[src/rtl/adc_drdy_pkg.sv]
package adc_drdy_pkg;
    localparam int CHW = 4;
    localparam int CMDW = 8;
    localparam int STW = 8;
    localparam logic [CMDW-1:0] CMD_READ_DATA = 8'h42;

    typedef enum logic [1:0] {
        ST_WAIT  = 2'd0,
        ST_XFER  = 2'd1,
        ST_GUARD = 2'd2
    } rd_state_e;
endpackage

[src/rtl/adc_drdy_sclk_gen.sv]
module adc_drdy_sclk_gen #(
    parameter int CNTW = 16
) (
    input  logic            clk,
    input  logic            rst_n,
    input  logic            run,
    input  logic [CNTW-1:0] div,
    output logic            sclk,
    output logic            fall_tk,
    output logic            rise_tk
);
    typedef struct packed {
        logic [CNTW-1:0] cnt;
        logic            sclk;
    } gen_regs_t;

    gen_regs_t q, d;

    always_comb begin
        d = q;
        if (!run) begin
            d.cnt  = div;
            d.sclk = 1'b1;
        end else if (q.cnt == '0) begin
            d.cnt  = div;
            d.sclk = ~q.sclk;
        end else begin
            d.cnt = q.cnt - 1'b1;
        end
    end

    always_ff @(posedge clk or negedge rst_n) begin
        if (!rst_n) begin
            q.cnt  <= '0;
            q.sclk <= 1'b1;
        end else begin
            q <= d;
        end
    end

    assign sclk    = q.sclk;
    assign fall_tk = run && (q.cnt == '0) && q.sclk;
    assign rise_tk = run && (q.cnt == '0) && !q.sclk;

    // the clock edge only moves when the divider expires
    a_r3_sclk_steady: assert property (@(posedge clk) disable iff (!rst_n)
        (run && q.cnt != '0) |=> $stable(sclk));
endmodule

[src/rtl/adc_drdy_shift_eng.sv]
module adc_drdy_shift_eng
    import adc_drdy_pkg::*;
#(
    parameter int DW = 24
) (
    input  logic           clk,
    input  logic           rst_n,
    input  logic           start,
    input  logic           status_en,
    input  logic           fall_tk,
    input  logic           rise_tk,
    input  logic           miso,
    output logic           busy,
    output logic           mosi,
    output logic           done,
    output logic [DW-1:0]  word,
    output logic [CHW-1:0] chan
);
    localparam int RXW      = DW + STW;
    localparam int FR_PLAIN = CMDW + DW;
    localparam int FR_STAT  = CMDW + DW + STW;
    localparam int IW       = $clog2(FR_STAT + 1);
    localparam logic [IW-1:0] LAST_PLAIN = IW'(FR_PLAIN - 1);
    localparam logic [IW-1:0] LAST_STAT  = IW'(FR_STAT - 1);
    localparam logic [IW-1:0] CMD_BITS   = IW'(CMDW);

    typedef struct packed {
        logic            busy;
        logic            st_en;
        logic [IW-1:0]   idx;
        logic [CMDW-1:0] tx;
        logic [RXW-1:0]  rx;
        logic            mosi;
        logic            done;
    } eng_regs_t;

    eng_regs_t q, d;
    logic [IW-1:0] last_idx;

    always_comb begin
        d        = q;
        d.done   = 1'b0;
        last_idx = q.st_en ? LAST_STAT : LAST_PLAIN;
        if (!q.busy) begin
            if (start) begin
                d.busy  = 1'b1;
                d.st_en = status_en;
                d.idx   = '0;
                d.tx    = CMD_READ_DATA;
                d.rx    = '0;
            end
        end else begin
            if (fall_tk) begin
                d.mosi = q.tx[CMDW-1];
                d.tx   = {q.tx[CMDW-2:0], 1'b0};
            end
            if (rise_tk) begin
                if (q.idx >= CMD_BITS) begin
                    d.rx = {q.rx[RXW-2:0], miso};
                end
                d.idx = q.idx + 1'b1;
                if (q.idx == last_idx) begin
                    d.busy = 1'b0;
                    d.done = 1'b1;
                end
            end
        end
    end

    always_ff @(posedge clk or negedge rst_n) begin
        if (!rst_n) begin
            q.busy  <= 1'b0;
            q.st_en <= 1'b0;
            q.idx   <= '0;
            q.tx    <= '0;
            q.rx    <= '0;
            q.mosi  <= 1'b1;
            q.done  <= 1'b0;
        end else begin
            q <= d;
        end
    end

    assign busy = q.busy;
    assign mosi = q.mosi;
    assign done = q.done;
    assign word = q.st_en ? q.rx[RXW-1:STW] : q.rx[DW-1:0];
    assign chan = q.st_en ? q.rx[CHW-1:0] : '0;

    // frame length follows the status mode latched at start
    a_r5_frame_len: assert property (@(posedge clk) disable iff (!rst_n)
        done |-> (q.idx == (q.st_en ? IW'(FR_STAT) : IW'(FR_PLAIN))));
    // a new frame is only accepted while idle
    a_r2_no_restart: assert property (@(posedge clk) disable iff (!rst_n)
        (busy && !done) |=> (busy || done));
endmodule

[src/rtl/adc_drdy_result_bank.sv]
module adc_drdy_result_bank
    import adc_drdy_pkg::*;
#(
    parameter int NCH = 4,
    parameter int DW  = 24
) (
    input  logic              clk,
    input  logic              rst_n,
    input  logic              wr_en,
    input  logic [CHW-1:0]    wr_ch,
    input  logic [DW-1:0]     wr_data,
    output logic [NCH*DW-1:0] data,
    output logic [NCH-1:0]    valid
);
    for (genvar i = 0; i < NCH; i++) begin : g_ch
        typedef struct packed {
            logic [DW-1:0] val;
            logic          stb;
        } slot_regs_t;

        slot_regs_t q, d;
        logic hit;

        assign hit = wr_en && (wr_ch == CHW'(i));

        always_comb begin
            d     = q;
            d.stb = hit;
            if (hit) begin
                d.val = wr_data;
            end
        end

        always_ff @(posedge clk or negedge rst_n) begin
            if (!rst_n) begin
                q.val <= '0;
                q.stb <= 1'b0;
            end else begin
                q <= d;
            end
        end

        assign data[i*DW +: DW] = q.val;
        assign valid[i]         = q.stb;

        // a register only changes together with its strobe
        a_r7_hold_unless_strobe: assert property (@(posedge clk) disable iff (!rst_n)
            !valid[i] |-> $stable(data[i*DW +: DW]));
    end

    // one channel at a time, one cycle long
    a_r7_valid_onehot: assert property (@(posedge clk) disable iff (!rst_n)
        $onehot0(valid));
    a_r7_valid_single: assert property (@(posedge clk) disable iff (!rst_n)
        (|valid) |=> !(|valid));
endmodule

[src/rtl/adc_drdy_reader.sv]
module adc_drdy_reader
    import adc_drdy_pkg::*;
#(
    parameter int NCH  = 4,
    parameter int DW   = 24,
    parameter int CNTW = 16
) (
    input  logic              clk,
    input  logic              rst_n,
    input  logic              status_en,
    input  logic [CNTW-1:0]   sclk_div,
    input  logic [CNTW-1:0]   guard_cycles,
    input  logic [CNTW-1:0]   timeout_cycles,
    output logic              spi_cs_n,
    output logic              spi_sclk,
    output logic              spi_mosi,
    input  logic              spi_miso,
    output logic [NCH*DW-1:0] res_data,
    output logic [NCH-1:0]    res_valid,
    output logic              timeout_err
);
    typedef struct packed {
        rd_state_e       st;
        logic [CNTW-1:0] gcnt;
        logic [CNTW-1:0] tcnt;
        logic            err;
        logic            cs_n;
        logic [1:0]      sync;
    } top_regs_t;

    top_regs_t q, d;

    logic           start;
    logic           wr_en;
    logic           eng_busy;
    logic           eng_done;
    logic           fall_tk;
    logic           rise_tk;
    logic [DW-1:0]  eng_word;
    logic [CHW-1:0] eng_chan;
    logic           rdy_low;

    assign rdy_low = !q.sync[1];

    always_comb begin
        d      = q;
        d.sync = {q.sync[0], spi_miso};
        d.cs_n = 1'b0;
        start  = 1'b0;
        wr_en  = 1'b0;
        unique case (q.st)
            ST_WAIT: begin
                if (!q.cs_n && rdy_low) begin
                    start  = 1'b1;
                    d.st   = ST_XFER;
                    d.err  = 1'b0;
                    d.tcnt = '0;
                end else if (q.tcnt != timeout_cycles) begin
                    d.tcnt = q.tcnt + 1'b1;
                end else begin
                    d.err = 1'b1;
                end
            end
            ST_XFER: begin
                if (eng_done) begin
                    wr_en  = 1'b1;
                    d.st   = ST_GUARD;
                    d.gcnt = '0;
                end
            end
            ST_GUARD: begin
                if (q.gcnt >= guard_cycles) begin
                    d.st = ST_WAIT;
                end else begin
                    d.gcnt = q.gcnt + 1'b1;
                end
            end
            default: d.st = ST_WAIT;
        endcase
    end

    always_ff @(posedge clk or negedge rst_n) begin
        if (!rst_n) begin
            q.st   <= ST_WAIT;
            q.gcnt <= '0;
            q.tcnt <= '0;
            q.err  <= 1'b0;
            q.cs_n <= 1'b1;
            q.sync <= 2'b11;
        end else begin
            q <= d;
        end
    end

    adc_drdy_sclk_gen #(.CNTW(CNTW)) u_clk (
        .clk     (clk),
        .rst_n   (rst_n),
        .run     (eng_busy),
        .div     (sclk_div),
        .sclk    (spi_sclk),
        .fall_tk (fall_tk),
        .rise_tk (rise_tk)
    );

    adc_drdy_shift_eng #(.DW(DW)) u_eng (
        .clk       (clk),
        .rst_n     (rst_n),
        .start     (start),
        .status_en (status_en),
        .fall_tk   (fall_tk),
        .rise_tk   (rise_tk),
        .miso      (spi_miso),
        .busy      (eng_busy),
        .mosi      (spi_mosi),
        .done      (eng_done),
        .word      (eng_word),
        .chan      (eng_chan)
    );

    adc_drdy_result_bank #(.NCH(NCH), .DW(DW)) u_bank (
        .clk     (clk),
        .rst_n   (rst_n),
        .wr_en   (wr_en),
        .wr_ch   (eng_chan),
        .wr_data (eng_word),
        .data    (res_data),
        .valid   (res_valid)
    );

    assign spi_cs_n    = q.cs_n;
    assign timeout_err = q.err;

    // serial clock rests high whenever no frame is running
    a_r2_sclk_idle_high: assert property (@(posedge clk) disable iff (!rst_n)
        !eng_busy |-> spi_sclk);
    // no frame is launched from the guard window
    a_r8_guard_quiet: assert property (@(posedge clk) disable iff (!rst_n)
        (q.st == ST_GUARD) |=> !eng_busy);
    // error flag can only rise while waiting for ready
    a_r9_err_in_wait: assert property (@(posedge clk) disable iff (!rst_n)
        $rose(timeout_err) |-> $past(q.st == ST_WAIT));
    // chip select stays asserted once out of reset
    a_r1_cs_held: assert property (@(posedge clk) disable iff (!rst_n)
        !spi_cs_n |=> !spi_cs_n);
endmodule

[config.mk]
export PLATFORM = sky130hd
export DESIGN_NAME = adc_drdy_reader
export DESIGN_NICKNAME = d
export VERILOG_FILES = /design/src/rtl/adc_drdy_pkg.sv /design/src/rtl/adc_drdy_sclk_gen.sv /design/src/rtl/adc_drdy_shift_eng.sv /design/src/rtl/adc_drdy_result_bank.sv /design/src/rtl/adc_drdy_reader.sv
export SDC_FILE = /design/constraint.sdc
export NUM_CORES = 1
export LEC_CHECK = 0
export ABC_CLOCK_PERIOD_IN_PS = 2100
export BUFFER_PORTS_ARGS = -buffer_cell sky130_fd_sc_hd__buf_2
export CAP_MARGIN = 40
export CORE_ASPECT_RATIO = 0.75
export CORE_UTILIZATION = 51
export CTS_CLUSTER_SIZE = 12
export DETAILED_ROUTE_END_ITERATION = 10
export GPL_TIMING_DRIVEN = 0
export HOLD_SLACK_MARGIN = 0.15
export PLACE_DENSITY = 0.85
export SLEW_MARGIN = 20
export SYNTH_ARGS = -nofsm -noshare
export SYNTH_HDL_FRONTEND = slang
export SYNTH_SLANG_ARGS = --single-unit
export TNS_END_PERCENT = 10
[constraint.sdc]
create_clock -name clk -period 2.1 [get_ports clk]
set_input_delay 0.105 -clock clk [delete_from_list [all_inputs] [get_ports clk]]
set_output_delay 0.105 -clock clk [all_outputs]
set_load 0.02 [all_outputs]
==> reports/summary.log, run 1 <==
qor: timing.worst-slew-pin-transition 0.789 ns
qor: clock_tree.cts_max_path_buffers 3
qor: clock_tree.h_tree_level_count 1
qor: timing.fin_crit_sh 107%
qor: yosys.synth_enable_flop_cells 0
qor: critical_path.max_stage_delay 0.47 ns
qor: timing.max_clock_freq 445 MHz
qor: placement.worst_setup_slack_after_placement -0.426 ns
qor: power.power_per_cell_area 804 nW/um^2
qor: placement.buffer_ports.inserted 155
qor: yosys.syn_area_per_cell 9.83 sq um
qor: floorplanning.placementRows 42
qor: timing.slew_viols_final 0
qor: yosys.synthesis.instances 953
qor: layout.antenna_diode_count 0
qor: layout.final_nets 1256
qor: timing.worst_clock_skew 0.0268 ns
qor: layout.ff_latch_area 5120 sq um
qor: critical_path.cp_num_cells 8
qor: yosys.synth.top_cell.area_share 53.1%
qor: layout.drive_above_1_share 28.6%
qor: yosys.synth-warning-count 0
qor: critical_path.r2r.worst_path.cells 8
qor: placement.globalplace.congestion 0.849
qor: critical_path.endpoint_kind flop
qor: yosys.postSynthRegisterBits 204
qor: yosys.synth_seq_area_share 54.5%
qor: yosys.synth_top_cell_by_area dfrtp_1
qor: timing.post-route-min-period 2.25 ns
qor: flow_run.max_cap_viol_count 0
qor: floorplanning.die_height 119 um
qor: global_route.antenna_found_initial 0
qor: layout.relative_area_change_from_synthesis_to_final_layout 28.2%
qor: clock_tree.tritoncts built
qor: floorplanning.io-pin-count 156
qor: global_route.first_global_vias 7626
qor: yosys.synth.lib_cells_used.distinct 52
qor: clock_tree.clock_tree_root_driver_cell clkbuf_16
qor: critical_path.worstPathBufferInverterCount 1
qor: placement.numPlacedInstances 1352
qor: route.detail_route.wl_per_cell 18.0 um
qor: critical_path.worst_setup_startpoint q[31]
qor: timing.worst_slew_margin_rel 47.4%
qor: critical_path.critical_path_class reg2reg
qor: global_route.grt.overflow.total 0
qor: clock_tree.cts.clk_slew.worst_paths 0.06 ns
qor: power.vdd_drop_max 0.000547 V
qor: global_route.grt.total_usage 25.3%
qor: layout.area_of_combinational_cells_with_multiple_inputs 4070 sq um
qor: critical_path.path_delay_family compound AO/OA/AOI/OAI gates
qor: critical_path.critPathArrivalTime 2.63 ns
qor: layout.finish.utilization 67.4%
qor: critical_path.critical_path.reg2reg.startpoint q[31]
qor: critical_path.worst-path-max-fanout 7
qor: placement.detailed_place_hpwl 16.1 mm
qor: route.final_antenna_net_count 0
qor: yosys.mappedNetlistNets 1027
qor: layout.finalNonFillerCells 1437
qor: clock_tree.number_of_clock_sinks 204
qor: timing.finalHoldViolations 0
qor: floorplanning.die-width 159 um
qor: floorplanning.dieArea 18900 sq um
qor: yosys.ys_dominant_reg_cell dfrtp_1
qor: timing.finalSetupViolations 32
qor: route.first_iter_violations 831
qor: global_route.wire_length_of_the_first_global_routing_pass 38.0 mm
qor: yosys.yosys-top-cells-area dfrtp_1 53%, nand2_1 7.7%, o21ai_0 5.6%
qor: floorplanning.core_area 17800 sq um
qor: route.drc_violations_left 0
qor: timing.timing.final.ws_setup -0.148 ns
qor: clock_tree.clk-insertion-delay-late 0.51 ns
qor: layout.nFillCells 1256
qor: run_status.outcome complete, but fails checks
qor: global_route.pin_count_of_the_biggest_net_entering_global_routing 104
qor: min_path.hold_class in2async
qor: critical_path.worst-endpoint-required 2.49 ns
qor: yosys.synth_async_sr_flop_share 100%
qor: yosys.synthesized_cell_area 9370 sq um
qor: critical_path.timing.critical_path.slowest_stage_cell dfrtp_2
qor: route.num_vias 8298
qor: route.finalWirelength 25.9 mm
qor: route.route.detailed.vias_per_inst 5.77
qor: run_status.violations setup timing
qor: critical_path.critical_path.cell_chain ha_4 > a21oi_1 > o21ai_0 > a211oi_2 > o21ai_4 > and2_4 > clkbuf_16 > a211o_1
qor: clock_tree.cts-buffers-inserted 21
qor: route.number_of_detailed_route_iterations_in_the_first_pass 6
qor: power.p_leak 6.10 nW
qor: timing.grt_setup_unrepaired yes
qor: floorplanning.starting_utilization_of_the_core_area 52.6%
qor: critical_path.cp-start-kind flop
## worst register-to-register path: cells and delay by family, from the launching register on
| kind | cells | cell delay [ns] |
|---|---|---|
| compound gates | 5 | 1.07 |
| fa+ha+maj | 1 | 0.24 |
| buf+inv | 1 | 0.15 |
| flops | 1 | 0.47 |
| simple gates | 1 | 0.20 |
## power breakdown
part / switching (mW) / total (mW) / internal [mW]
sequential: 0.374 / 4.62 / 4.25
combinational: 0.821 / 1.56 / 0.735
clock: 1.51 / 3.48 / 1.96
## metrics by stage
step / power [mW] / TNS, ns / hold slack [ns] / area (sq um)
after floorplan: 5.55 / 0 / -0.191 / 9390
final: 9.66 / -1.29 / 0.200 / 12000
after global routing: 10.1 / -8.67 / 0.250 / 12000
after global placement: 5.91 / -488.80 / 0.232 / 10500
after CTS: 9.58 / -0.655 / 0.231 / 11600
after detailed placement: 6.00 / -22.23 / -0.0942 / 10500
## registers in the layout (all words and copies together), names as in the netlist
register,cells
u_bank.valid,4
u_eng.q,46
q,35
timeout_err,1
u_clk.q,16
u_clk.sclk,1
u_bank.data,96
u_eng.done,1
d,1
u_eng.busy,1
spi_cs_n,1
u_eng.mosi,1
## layout make-up
class / count / share of cell area [%]
Sequential cell: 204 / 42.6
Multi-Input combinational cell: 663 / 33.9
Timing Repair Buffer: 208 / 11.6
Clock buffer: 34 / 5.03
Buffer: 49 / 3.17
Tap cell: 242 / 2.52
Inverter: 35 / 1.09
Clock inverter: 2 / 0.115
## cells in the final DEF (no fill, tap or decap), types with 5 or more instances in the layout
master,count
nor4_1,10
nor2_1,56
buf_6,7
clkbuf_16,27
a21oi_1,34
nand2b_1,6
nand2_2,13
nand3_1,20
inv_1,35
nor3_1,12
clkbuf_2,6
nand2_1,178
xnor2_1,12
and3_1,14
buf_8,6
clkbuf_1,24
dfstp_2,5
mux2i_1,26
o21ai_2,32
buf_2,163
dlygate4sd3_1,20
nand4_1,15
o21ai_0,103
buf_4,27
ha_1,17
ha_4,5
dfrtp_1,192
dfrtp_2,7
xor2_1,27
a211o_1,12
## cells in the mapped netlist, drive strengths merged (5+ instances only)
library cell,count
nor4,12
o21ai,138
nand2b,6
nand3,21
buf,24
xnor2,12
dfrtp,199
nor2,57
ha,22
inv,35
nor3,16
or2,5
a211o,12
clkbuf,27
and3,16
mux2i,26
a21oi,34
dfstp,5
nand4,15
nand2,195
xor2,27
## path summary, 6_finish.rpt
kind	endpoint	slack (ns)
setup / recovery	q[28]	-0.15
hold / removal	u_clk.q[1]	0.20
setup reg to reg	q[28]	-0.15
hold reg to reg	q[1]	0.37
max in group asynchronous	q[29]	1.03
min in group clk	d[1]	0.26
## cells by family (layout without fill, tap and decap cells)
kind of cell,Yosys count,count (layout),share of synthesized area [%]
simple gates,367,367,17.7
compound gates,206,206,13.6
flops,204,204,54.5
buf+inv,86,328,4.49
xor+xnor,39,39,3.64
mux,28,28,3.02
fa+ha+maj,22,22,2.94
other cells,1,1,0.0400
## repair_timing
| action | in CTS | in global routing |
|---|---|---|
| gates cloned | 0 | 6 |
| hold endpoints to repair | 120 | 0 |
| pin swaps | 7 | 24 |
| setup endpoints to repair | 151 | 150 |
| setup buffers | 16 | 9 |
| hold buffers | 20 | 0 |
| resized for setup | 33 | 74 |
## metal layers
layer	wire (um)	global-route usage, %
met1	10700	36.2
met2	12100	39.4
met3	2240	4.95
met4	866	6.07
met5	0	0
Power figures use the tool's default switching activity.
==> run 2, diff against run 1 <==
--- a/config.mk
+++ b/config.mk
@@ -7,7 +7,7 @@
 export LEC_CHECK = 0
 export ABC_CLOCK_PERIOD_IN_PS = 2100
 export BUFFER_PORTS_ARGS = -buffer_cell sky130_fd_sc_hd__buf_2
-export CAP_MARGIN = 40
+export CAP_MARGIN = 20
 export CORE_ASPECT_RATIO = 0.75
 export CORE_UTILIZATION = 51
 export CTS_CLUSTER_SIZE = 12
@@ -15,6 +15,7 @@
 export GPL_TIMING_DRIVEN = 0
 export HOLD_SLACK_MARGIN = 0.15
 export PLACE_DENSITY = 0.85
+export REMOVE_ABC_BUFFERS = 1
 export SLEW_MARGIN = 20
 export SYNTH_ARGS = -nofsm -noshare
 export SYNTH_HDL_FRONTEND = slang
==> reports/summary.log, run 2 (synthesis gave the netlist of run 1 again) <==
qor: run_status.outcome complete, but fails checks [unchanged]
qor: run_status.violations setup timing [unchanged]
qor: layout.antenna_diode_count 0 [unchanged]
qor: global_route.pin_count_of_the_biggest_net_entering_global_routing 79 [was 104]
qor: floorplanning.dieArea 18900 sq um [unchanged]
qor: layout.final_design_area_no_fill 11700 sq um [was 12000 sq um]
qor: timing.worst_clock_skew 0.0122 ns [was 0.0268 ns]
qor: critical_path.r2r.worst_path.cells 5 [was 8]
qor: floorplanning.placementRows 42 [unchanged]
qor: route.first_iter_violations 465 [was 831]
qor: timing.max_clock_freq 455 MHz [was 445 MHz]
qor: route.finalWirelength 22.7 mm [was 25.9 mm]
qor: route.detail_route.wl_per_cell 16.2 um [was 18.0 um]
qor: global_route.grt.total_usage 24.6% [was 25.3%]
qor: clock_tree.tritoncts built [unchanged]
qor: timing.slew_viols_final 0 [unchanged]
qor: route.num_vias 7619 [was 8298]
qor: flow_run.max_cap_viol_count 0 [unchanged]
qor: critical_path.critical_path.most_common_cell nor2_1
qor: layout.drive_above_1_share 26.6% [was 28.6%]
qor: critical_path.cp-start-kind flop [unchanged]
qor: global_route.first_global_vias 7291 [was 7626]
qor: layout.mostFrequentLayoutCells 192 x nand2_1, 192 x dfrtp_1, 154 x buf_2, 103 x o21ai_0, 56 x nor2_1 [was 192 x dfrtp_1, 178 x nand2_1, 163 x buf_2, 103 x o21ai_0, 56 x nor2_1]
qor: floorplanning.io-pin-count 156 [unchanged]
qor: timing.grt_setup_unrepaired yes [unchanged]
qor: critical_path.worst-path-max-fanout 12 [was 7]
qor: clock_tree.cts_max_path_buffers 3 [unchanged]
qor: critical_path.critical_path_class reg2reg [unchanged]
qor: critical_path.worst-endpoint-required 2.48 ns [was 2.49 ns]
qor: floorplanning.die-width 159 um [unchanged]
qor: global_route.grt.overflow.total 0 [unchanged]
qor: route.route.detailed.vias_per_inst 5.44 [was 5.77]
qor: power.power_per_cell_area 812 nW/um^2 [was 804 nW/um^2]
qor: clock_tree.cts.clk_slew.worst_paths 0.06 ns [about the same]
qor: power.vdd_drop_max 0.000747 V [was 0.000547 V]
qor: layout.relative_area_change_from_synthesis_to_final_layout 25.2% [was 28.2%]
qor: route.number_of_detailed_route_iterations_in_the_first_pass 5 [was 6]
qor: clock_tree.clock_tree_root_driver_cell clkbuf_16 [unchanged]
qor: timing.finalSetupViolations 17 [was 32]
qor: critical_path.critPathArrivalTime 2.57 ns [was 2.63 ns]
qor: clock_tree.h_tree_level_count 1 [unchanged]
qor: timing.timing.final.ws_setup -0.0974 ns [was -0.148 ns]
qor: global_route.antenna_found_initial 0 [unchanged]
qor: layout.nFillCells 1394 [was 1256]
qor: placement.globalplace.congestion 0.798 [was 0.849]
qor: critical_path.endpoint_kind flop [unchanged]
qor: route.drc_violations_left 0 [unchanged]
qor: timing.worst-slew-pin-transition 0.815 ns [was 0.789 ns]
qor: timing.worst_slew_margin_rel 45.2% [was 47.4%]
qor: min_path.hold_class in2async [unchanged]
qor: placement.worst_setup_slack_after_placement -0.936 ns [was -0.426 ns]
qor: floorplanning.starting_utilization_of_the_core_area 52.6% [unchanged]
qor: route.final_antenna_net_count 0 [unchanged]
qor: placement.buffer_ports.inserted 155 [unchanged]
qor: critical_path.max_stage_delay 0.59 ns [was 0.47 ns]
qor: timing.fin_worst_hold_slack 0.160 ns [was 0.200 ns]
qor: floorplanning.die_height 119 um [unchanged]
qor: clock_tree.number_of_clock_sinks 204 [unchanged]
qor: placement.place_area 10400 sq um [was 10500 sq um]
qor: critical_path.critical_path.cell_chain nor2_1 > nand2_1 > nor2_1 > nor3_1 > a21o_1 [was ha_4 > a21oi_1 > o21ai_0 > a211oi_2 > o21ai_4 > and2_4 > clkbuf_16 > a211o_1]
qor: timing.finalHoldViolations 0 [unchanged]
qor: clock_tree.clk-insertion-delay-late 0.49 ns [was 0.51 ns]
qor: floorplanning.core_area 17800 sq um [unchanged]
qor: layout.max_ffs_per_register 96 [unchanged]
qor: clock_tree.cts-buffers-inserted 21 [unchanged]
qor: timing.fin_crit_sh 105% [was 107%]
qor: critical_path.timing.critical_path.slowest_stage_cell nor2_1 [was dfrtp_2]
qor: layout.final_nets 1219 [was 1256]
qor: timing.post-route-min-period 2.20 ns [was 2.25 ns]
qor: global_route.wire_length_of_the_first_global_routing_pass 37.1 mm [was 38.0 mm]
qor: power.p_leak 5.88 nW [was 6.10 nW]
qor: placement.detailed_place_hpwl 13.9 mm [was 16.1 mm]
==> run 2: final cells by class <==
class	instances	area (sq um)	area share [%]
clock buffer	35	588	5.01
clock inverter	2	10.0	0.0853
inverter	35	131	1.12
multi-input combinational	671	4160	35.5
sequential	204	5120	43.6
tap	242	303	2.58
timing repair buffer	212	1420	12.1
==> run 2: where the power goes <==
group / internal [mW] / leakage (nW) / switching (mW)
combinational: 0.705 / 2.83 / 0.786
clock: 1.90 / 0.289 / 1.50
sequential: 4.25 / 2.77 / 0.391
total: 6.86 / 5.88 / 2.67
==> run 2: critical path: cells and delay by family, from the launching register on <==
family           cells  cell delay, ns
AND/OR/NAND/NOR      4            1.49
flip-flops           1            0.43
AO/OA/AOI/OAI        1            0.16
==> run 2: path summary, 6_finish.rpt <==
kind,startpoint,slack (ns),end
max,q[37],-0.1,u_eng.q[42]
min,rst_n,0.16,u_clk.q[6]
max reg2reg,q[37],-0.1,u_eng.q[42]
min reg2reg,d[1],0.36,q[1]
max in group asynchronous,rst_n,1.19,q[1]
min in group clk,spi_miso,0.29,d[1]
==> run 2: metal layers <==
layer  global-route usage (%)  share of wire [%]  vias to the layer above
li1                         -                  -                     3649
met1                     36.2                 47                     3723
met2                     38.3                 46                      217
met3                     3.68                4.6                       30
met4                     5.29                1.6                        0
met5                        0                  0                        -
==> run 2: metrics by stage <==
stage                     TNS [ns]  power [mW]  cells  utilization, %
after floorplan             -86.03        5.53    902               -
after global placement     -717.94        5.88   1299            57.0
after detailed placement    -66.42        5.99   1307            58.2
after CTS                   -0.126        9.51   1391            65.0
after global routing         -7.59        9.97   1401            65.9
final                       -0.709        9.53   1401            65.9
==> run 2: timing repair <==
action / in CTS / in global routing
hold buffers: 19 / 0
setup buffers: 22 / 8
endpoints found under the hold margin: 219 / 0
gates resized for setup: 37 / 13
pin swaps: 11 / 28
endpoints found under the setup margin: 160 / 147
cloned: 6 / 2
==> run 3, diff against run 2 <==
--- a/config.mk
+++ b/config.mk
@@ -5,16 +5,18 @@
 export SDC_FILE = /design/constraint.sdc
 export NUM_CORES = 1
 export LEC_CHECK = 0
-export ABC_CLOCK_PERIOD_IN_PS = 2100
+export ABC_CLOCK_PERIOD_IN_PS = 2600
 export BUFFER_PORTS_ARGS = -buffer_cell sky130_fd_sc_hd__buf_2
 export CAP_MARGIN = 20
 export CORE_ASPECT_RATIO = 0.75
-export CORE_UTILIZATION = 51
+export CORE_MARGIN = 2
+export CORE_UTILIZATION = 61
 export CTS_CLUSTER_SIZE = 12
 export DETAILED_ROUTE_END_ITERATION = 10
 export GPL_TIMING_DRIVEN = 0
 export HOLD_SLACK_MARGIN = 0.15
-export PLACE_DENSITY = 0.85
+export MAX_ROUTING_LAYER = met4
+export PLACE_DENSITY = 0.94
 export REMOVE_ABC_BUFFERS = 1
 export SLEW_MARGIN = 20
 export SYNTH_ARGS = -nofsm -noshare
==> constraint.sdc (replaced) <==
create_clock -name clk -period 2.6 [get_ports clk]
set_input_delay 0.13 -clock clk [delete_from_list [all_inputs] [get_ports clk]]
set_output_delay 0.13 -clock clk [all_outputs]
set_load 0.02 [all_outputs]
==> reports/summary.log, run 3 (synthesis gave the netlist of run 1 again) <==
qor: floorplanning.die_height 111 um [was 119 um]
qor: floorplanning.dieArea 16400 sq um [was 18900 sq um]
qor: timing.worst_slew_margin_rel 47.8% [was 45.2%]
qor: global_route.first_global_vias 7262 [was 7291]
qor: route.drc_violations_left 0 [unchanged]
qor: global_route.antenna_found_initial 0 [unchanged]
qor: global_route.wire_length_of_the_first_global_routing_pass 35.7 mm [was 37.1 mm]
qor: power.power_per_cell_area 671 nW/um^2 [was 812 nW/um^2]
qor: critical_path.path_delay_family simple AND/OR/NAND/NOR gates [unchanged]
qor: route.detail_route.wl_per_cell 16.5 um [was 16.2 um]
qor: placement.detailed_place_hpwl 13.9 mm [about the same]
qor: min_path.hold_class in2async [unchanged]
qor: critical_path.cp-start-kind flop [unchanged]
qor: power.vdd_drop_max 0.000541 V [was 0.000747 V]
qor: global_route.grt.overflow.total 0 [unchanged]
qor: layout.final_design_area_no_fill 11200 sq um [was 11700 sq um]
qor: power.p_leak 5.69 nW [was 5.88 nW]
qor: floorplanning.starting_utilization_of_the_core_area 62.0% [was 52.6%]
qor: route.number_of_detailed_route_iterations_in_the_first_pass 5 [unchanged]
qor: floorplanning.die-width 147 um [was 159 um]
qor: timing.post-route-min-period 2.43 ns [was 2.20 ns]
qor: placement.globalplace.congestion 0.822 [was 0.798]
qor: floorplanning.core_area 15100 sq um [was 17800 sq um]
qor: timing.slew_viols_final 0 [unchanged]
qor: layout.antenna_diode_count 0 [unchanged]
qor: critical_path.max_stage_delay 0.59 ns [about the same]
qor: timing.finalSetupViolations 0 [was 17]
qor: route.first_iter_violations 626 [was 465]
qor: clock_tree.cts-buffers-inserted 21 [unchanged]
qor: clock_tree.h_tree_level_count 1 [unchanged]
qor: layout.most_common_cell_after_layout_fill_and_taps_aside dfrtp_1
qor: route.route.detailed.vias_per_inst 5.72 [was 5.44]
qor: clock_tree.cts_max_path_buffers 3 [unchanged]
qor: timing.tns 0 ns [was -0.709 ns]
qor: layout.max_ffs_per_register 96 [unchanged]
qor: layout.drive_above_1_share 22.5% [was 26.6%]
qor: global_route.grt.total_usage 27.3% [was 24.6%]
qor: critical_path.endpoint_kind flop [unchanged]
qor: placement.buffer_ports.inserted 155 [unchanged]
qor: timing.worst-slew-pin-transition 0.776 ns [was 0.815 ns]
qor: timing.finalHoldViolations 0 [unchanged]
qor: global_route.pin_count_of_the_biggest_net_entering_global_routing 93 [was 79]
qor: critical_path.critical_path.cell_chain or4_4 > nor3_2 > and4_2 > o41a_2 > o21ai_2 [was nor2_1 > nand2_1 > nor2_1 > nor3_1 > a21o_1]
qor: timing.grt_setup_unrepaired no [was yes]
qor: layout.mostFrequentLayoutCells 198 x dfrtp_1, 192 x nand2_1, 154 x buf_2, 105 x o21ai_0, 57 x nor2_1 [was 192 x nand2_1, 192 x dfrtp_1, 154 x buf_2, 103 x o21ai_0, 56 x nor2_1]
qor: clock_tree.clock_tree_root_driver_cell clkbuf_16 [unchanged]
qor: critical_path.worstPathBufferInverterCount 0 [unchanged]
qor: timing.timing.final.ws_setup 0.167 ns [was -0.0974 ns]
qor: route.num_vias 7585 [was 7619]
qor: placement.place_area 10300 sq um [was 10400 sq um]
qor: run_status.outcome finished, final reports clean [was complete, but fails checks]
qor: placement.worst_setup_slack_after_placement -0.377 ns [was -0.936 ns]
qor: layout.final_nets 1186 [was 1219]
qor: clock_tree.number_of_clock_sinks 204 [unchanged]
qor: critical_path.critPathArrivalTime 2.78 ns [was 2.57 ns]
qor: clock_tree.cts.clk_slew.worst_paths 0.06 ns [about the same]
qor: floorplanning.io-pin-count 156 [unchanged]
qor: critical_path.critical_path_class reg2reg [unchanged]
qor: placement.numPlacedInstances 1269 [was 1307]
qor: route.final_antenna_net_count 0 [unchanged]
qor: layout.finalNonFillerCells 1325 [was 1401]
qor: critical_path.timing.critical_path.slowest_stage_cell o41a_2 [was nor2_1]
qor: route.finalWirelength 21.9 mm [was 22.7 mm]
qor: critical_path.worst-path-max-fanout 16 [was 12]
qor: flow_run.max_cap_viol_count 0 [unchanged]
qor: timing.worst_clock_skew 0.00846 ns [was 0.0122 ns]
qor: floorplanning.placementRows 39 [was 42]
qor: timing.fin_crit_sh 93.6% [was 105%]
qor: layout.relative_area_change_from_synthesis_to_final_layout 19.2% [was 25.2%]
qor: timing.max_clock_freq 411 MHz [was 455 MHz]
qor: clock_tree.tritoncts built [unchanged]
qor: critical_path.worst-endpoint-required 2.95 ns [was 2.48 ns]
qor: clock_tree.clk-insertion-delay-late 0.48 ns [was 0.49 ns]
-- run 3: cell types whose count changed in the layout (fill, tap and decap cells not counted), moves of 4 or more --
cell,previous run,this run
buf_4,25,3
dfrtp_2,7,0
dfrtp_1,192,198
clkbuf_1,13,8
buf_12,5,1
ha_1,18,22
ha_4,4,0
-- run 3: cell type report --
type / instances / area, sq um
Sequential cell: 204 / 5110
Inverter: 35 / 131
Fill cell: 1035 / 3960
Clock buffer: 31 / 583
Multi-Input combinational cell: 666 / 3930
Timing Repair Buffer: 184 / 1150
Tap cell: 205 / 256
-- run 3: worst paths after layout --
check                            start              end  slack, ns  cells after the start
setup / recovery           u_clk.q[11]      u_eng.q[13]       0.17                      5
max in group asynchronous        rst_n       u_eng.mosi       1.64                      3
setup reg to reg           u_clk.q[11]      u_eng.q[13]       0.17                      5
hold reg to reg                   d[1]             q[1]       0.35                      0
hold / removal                   rst_n  u_bank.valid[1]       0.15                      2
min in group clk              spi_miso             d[1]       0.35                      2
-- run 3: stage by stage --
step	power [mW]	hold WS, ns	utilization [%]
global route	7.85	0.167	73.8
CTS	7.50	0.161	73.5
floorplan	4.47	-0.166	-
detailed placement	4.82	0.0810	68.1
global placement	4.74	0.272	66.9
finish	7.49	0.146	73.8
-- run 3: report_power, final --
group	internal [mW]	leakage, nW	switching [mW]	total, mW
clock network	1.53	0.283	1.14	2.67
logic	0.492	2.63	0.481	0.973
registers	3.43	2.77	0.414	3.85
total	5.45	5.69	2.04	7.49
-- run 3: repair_timing --
item                                    4_1_cts  5_1_grt
buffers inserted                              0        3
pin swaps                                     0        3
gates cloned                                  1        2
endpoints found under the setup margin       89       83
gates resized for setup                       9        4
endpoints found under the hold margin       219        0
hold buffers                                 19        0
-- run 3: metal layers --
layer	global-route usage [%]	vias to the layer above	part of all wire, %
li1	-	3584	-
met1	37.8	3675	44
met2	43.1	291	48
met3	4.02	35	6.4
met4	7.24	0	1.6
met5	-	-	0
